## config.mk

```make
export PLATFORM = sky130hd
export DESIGN_NAME = srom_fetch_seq
export DESIGN_NICKNAME = d
export VERILOG_FILES = /design/src/rtl/srom_crc_pkg.sv /design/src/rtl/srom_fetch_seq.sv
export SDC_FILE = /design/constraint.sdc
export NUM_CORES = 1
export LEC_CHECK = 0
export ABC_CLOCK_PERIOD_IN_PS = 2300
export BUFFER_PORTS_ARGS = -buffer_cell sky130_fd_sc_hd__buf_2
export CELL_PAD_IN_SITES_DETAIL_PLACEMENT = 0
export CELL_PAD_IN_SITES_GLOBAL_PLACEMENT = 1
export CORE_MARGIN = 10
export CORE_UTILIZATION = 41
export DETAILED_ROUTE_END_ITERATION = 7
export HOLD_SLACK_MARGIN = 0.1
export PLACE_DENSITY = 0.89
export SLEW_MARGIN = 0
export SYNTH_ARGS = -nofsm -noshare
export SYNTH_HDL_FRONTEND = slang
export SYNTH_SLANG_ARGS = --single-unit
```

## constraint.sdc

```tcl
create_clock -name clk -period 2.3 [get_ports clk]
set_input_delay 0.345 -clock clk [delete_from_list [all_inputs] [get_ports clk]]
set_output_delay 0.345 -clock clk [all_outputs]
set_load 0.05 [all_outputs]
```

## src/rtl/srom_crc_pkg.sv

```systemverilog
package srom_crc_pkg;

    localparam logic [7:0] CRC_REFL_POLY = 8'hAB;
    localparam logic [7:0] CRC_SEED      = 8'hFF;
    localparam logic [7:0] CRC_XOROUT    = 8'hFF;

    typedef enum logic {
        SEQ_IDLE,
        SEQ_FETCH
    } seq_state_e;

    typedef enum logic {
        PASS_SHORT,
        PASS_LONG
    } pass_e;

    typedef struct packed {
        logic       ok;
        logic       err;
        logic [7:0] rev;
    } verdict_t;

    // One byte through the reflected CRC-8, least significant bit first.
    function automatic logic [7:0] crc8_byte(input logic [7:0] c, input logic [7:0] d);
        logic [7:0] r;
        r = c ^ d;
        for (int i = 0; i < 8; i++) begin
            r = r[0] ? ((r >> 1) ^ CRC_REFL_POLY) : (r >> 1);
        end
        return r;
    endfunction

endpackage

```

## src/rtl/srom_fetch_seq.sv

```systemverilog
module srom_fetch_seq
    import srom_crc_pkg::*;
#(
    parameter int SHORT_WORDS = 64,
    parameter int LONG_WORDS  = 220,
    parameter int CNT_W       = 8
) (
    input  logic             clk,
    input  logic             rst,
    input  logic             start_i,
    input  logic [CNT_W-1:0] len_i,
    input  logic             ack_i,
    input  logic             match_i,
    output logic             req_o,
    output logic [CNT_W-1:0] addr_o,
    output logic             last_o,
    output logic             init_o,
    output logic             finish_o,
    output logic             busy_o
);
    localparam logic [CNT_W-1:0] SHORT_LAST = CNT_W'(SHORT_WORDS - 1);
    localparam logic [CNT_W-1:0] LONG_LAST  = CNT_W'(LONG_WORDS - 1);

    seq_state_e       state_q;
    pass_e            pass_q;
    logic [CNT_W-1:0] addr_q;
    logic [CNT_W-1:0] limit_q;

    logic accept;
    logic beat;
    logic end_beat;
    logic retry;

    assign busy_o   = (state_q == SEQ_FETCH);
    assign req_o    = busy_o;
    assign addr_o   = addr_q;
    assign last_o   = (addr_q == limit_q);
    assign accept   = start_i && !busy_o;
    assign beat     = busy_o && ack_i;
    assign end_beat = beat && last_o;
    assign retry    = end_beat && !match_i && (pass_q == PASS_SHORT);
    assign finish_o = end_beat && !retry;
    assign init_o   = accept || retry;

    always_ff @(posedge clk) begin
        if (rst) begin
            state_q <= SEQ_IDLE;
            pass_q  <= PASS_SHORT;
            addr_q  <= '0;
            limit_q <= '0;
        end else if (accept) begin
            state_q <= SEQ_FETCH;
            pass_q  <= PASS_SHORT;
            addr_q  <= '0;
            limit_q <= (len_i == '0) ? SHORT_LAST : (len_i - 1'b1);
        end else if (retry) begin
            pass_q  <= PASS_LONG;
            addr_q  <= '0;
            limit_q <= LONG_LAST;
        end else if (finish_o) begin
            state_q <= SEQ_IDLE;
        end else if (beat) begin
            addr_q  <= addr_q + 1'b1;
        end
    end

endmodule

```

==> impl_metrics.csv <==
group,metric,value,unit
clocking,clockBufferDepth,2,
yosys,ys_async_sr_fraction,0,
die,start_util,0.429,
clocking,root_buffer,"clkbuf_4",
sta,finalCritPeriodShare,0.940,
setup_path,ff2ff_setup_slack,0.60,ns
sta,rsz0062_at_grt,"false",
clocking,insertion_delay,0.30,ns
grt,grt_pass1_wl,4260,um
yosys,synth.most_common_cell,"dfxtp_1",
setup_path,worstSetupPathType,"flip-flop to output pin",
die,io_pins,26,
placement,place_ws,0.419,ns
setup_path,r2r-start,"addr_o[4]",
detailed_routing,drt-initial-drc-count,54,
yosys,ys_top_cells_by_count,"dfxtp_1, nor2_1, inv_1",
setup_path,cp.required,1.96,ns
setup_path,critPathLaunchType,"flip-flop",
pwr,ir_worst_vdd,0.281,mV
clocking,postCtsSetupBuffers,0,
yosys,synth_top_cell_by_area,"dfxtp_1",
detailed_routing,first_pass_iters,4,
run_status,status,"completed",
clocking,cts_buffers,3,
die,die_y,70.7,um
placement,hpwl,2040,um
die,die_w,70.7,um
grt,antenna_found_initial,0,
detailed_routing,route.met2.wl,1210,um
finish,syn2layout_area_growth,17.8,%
yosys,synthFlopType,"dfxtp_1",
setup_path,r2r_cells,6,
finish,fin_util,0.505,
grt,gr-total-overflow,0,
clocking,cts_tree,"done",
setup_path,worstPathMaxFanout,7,
yosys,syn_area,1050,sq um
grt,gr-usage-all-layers,0.100,
sta,layout_setup_ws,0.137,ns
yosys,synth_nets,139,
finish,diodes,0,
yosys,syn_avg_cell_area,8.55,sq um
yosys,synth-edff-count,0,
hold_path,hold_class,"primary input to flip-flop",
sta,finalCriticalPeriod,2.16,ns
yosys,ys_ff_latch,18,
sta,fin_tns_setup,0,ns
yosys,syn-instance-count,123,
grt,grt_max_degree,13,
finish,num-nets-final,167,
placement,gp_congestion,0.791,
detailed_routing,vias,971,
detailed_routing,drc,0,
detailed_routing,wl_met1,1050,um
detailed_routing,wl_per_cell,13.6,um
detailed_routing,met3_length,125,um
detailed_routing,top_layer_used,"met4",
sta,setup_viol,0,
die,core-area,2450,sq um
detailed_routing,antenna_left,0,
die,dieArea,4990,sq um
clocking,path_clk_slew,0.10,ns
setup_path,arrival,1.82,ns
hold_path,worstHoldPathCells,2,
yosys,yosys_warnings,0,
yosys,ys_seq_area_frac,0.342,
detailed_routing,vias_per_cell,5.39,
yosys,ys_top_cells_by_area,"dfxtp_1, xnor2_1, nor2_1",
placement,placedCellCount,176,
finish,fin_cells,180,
sta,finalHoldViolations,0,
placement,io_buffer_count,25,
sta,worstMarginPinSlew,0.508,ns
clocking,clock-sinks,18,
detailed_routing,wl,2450,um
hold_path,hold_path_startpoint,"len_i[0]",
setup_path,rr_endpoint,"addr_o[5]",
yosys,synth_cell_types,38,
finish,drive_above_1_share,0.240,
clocking,h-tree-depth,1,
flow_run,drv_cap,0,
pwr,leakagePower,0.498,nW
grt,grt_pass1_vias,952,
pwr,p_per_area,559,nW/um^2
setup_path,endpoint_kind,"output pin",
sta,skew,0.00116,ns
die,rows,18,
sta,finalMaxSlewViolations,0,
sta,slew_headroom,0.661,
hold_path,hold_path_end,"limit_q[0]",
sta,hold-worst-slack,0.265,ns
sta,max_freq,462,MHz
yosys,synth_top_area_frac,0.342,
==> what timing repair did <==
action	4_1_cts	5_1_grt
endpoints found under the setup margin	0	1
resized for setup	0	2
hold buffers	0	0
==> final cells by class <==
cell class / instances / area [sq um]
Timing Repair Buffer: 26 / 135
Clock buffer: 4 / 36.3
Fill cell: 251 / 1210
Multi-Input combinational cell: 91 / 628
Inverter: 11 / 41.3
Sequential cell: 18 / 362
Tap cell: 30 / 37.5
==> routing by layer <==
layer | GRT usage | vias to the layer above
met5 | 0 | -
met4 | 0.0581 | 0
met3 | 0.0195 | 4
met2 | 0.175 | 22
met1 | 0.111 | 448
li1 | - | 497
==> through the flow <==
step,cell area [sq um],power [mW]
2_1_floorplan,1050,0.464
3_3_place_gp,1200,0.500
3_5_place_dp,1200,0.505
4_1_cts,1240,0.702
5_1_grt,1240,0.731
6_report,1240,0.693
==> power breakdown <==
group,internal (mW),switching (mW),total (mW)
Sequential,0.326,0.0113,0.337
Combinational,0.0566,0.102,0.159
Clock,0.0966,0.101,0.197
Total,0.479,0.214,0.693
==> critical path: stages, from the launching register on <==
cell and delay (ns):
dfxtp_1 0.47, xnor2_1 0.17, and4_1 0.29, nand2_1 0.10
nor2_1 0.13, and2_1 0.14, clkbuf_4 0.22
==> placed cells by master, fill, tap and decap left out, types with 2 or more instances in the layout <==
cell type   n
nor3_1      2
nand4_1     3
xor2_1      4
xnor2_1     9
nand2_1     8
a21oi_1     6
or3_1       3
ha_1        3
o21ai_0     6
o31ai_1     2
inv_1      11
nand2b_1    2
dfxtp_1    17
nor2_1     12
a211oi_1    2
or4_1       2
clkbuf_4    4
and2_1      4
buf_2      24
nand3_1     2
a221oi_1    5
==> state kept, by name (all words and copies together) (netlist names) <==
register  flops
busy_o        1
addr_o        8
pass_q        1
limit_q       8
==> kinds of logic (layout without fill, tap and decap cells) <==
| kind of cell | count (synthesis) | count (layout) | share of synthesized area |
|---|---|---|---|
| adder cells (fa/ha/maj) | 3 | 3 | 0.0357 |
| AO/OA/AOI/OAI | 29 | 29 | 0.206 |
| buffers and inverters | 14 | 41 | 0.0606 |
| flip-flops | 18 | 18 | 0.342 |
| AND/OR/NAND/NOR | 45 | 45 | 0.238 |
| multiplexers | 1 | 1 | 0.00951 |
| XOR/XNOR | 13 | 13 | 0.108 |
==> worst max path at each step <==
| stage | from | end | slack, ns | depth (start not counted) |
|---|---|---|---|---|
| global placement | addr_o[3] | finish_o | 0.46 | 6 |
| detailed placement | addr_o[3] | finish_o | 0.42 | 6 |
| floorplan | addr_o[3] | finish_o | 0.13 | 5 |
| CTS | addr_o[3] | finish_o | 0.07 | 6 |
| global route | addr_o[5] | finish_o | 0.007 | 6 |
| finish | addr_o[4] | finish_o | 0.14 | 6 |
(Power assumes the default switching activity.)
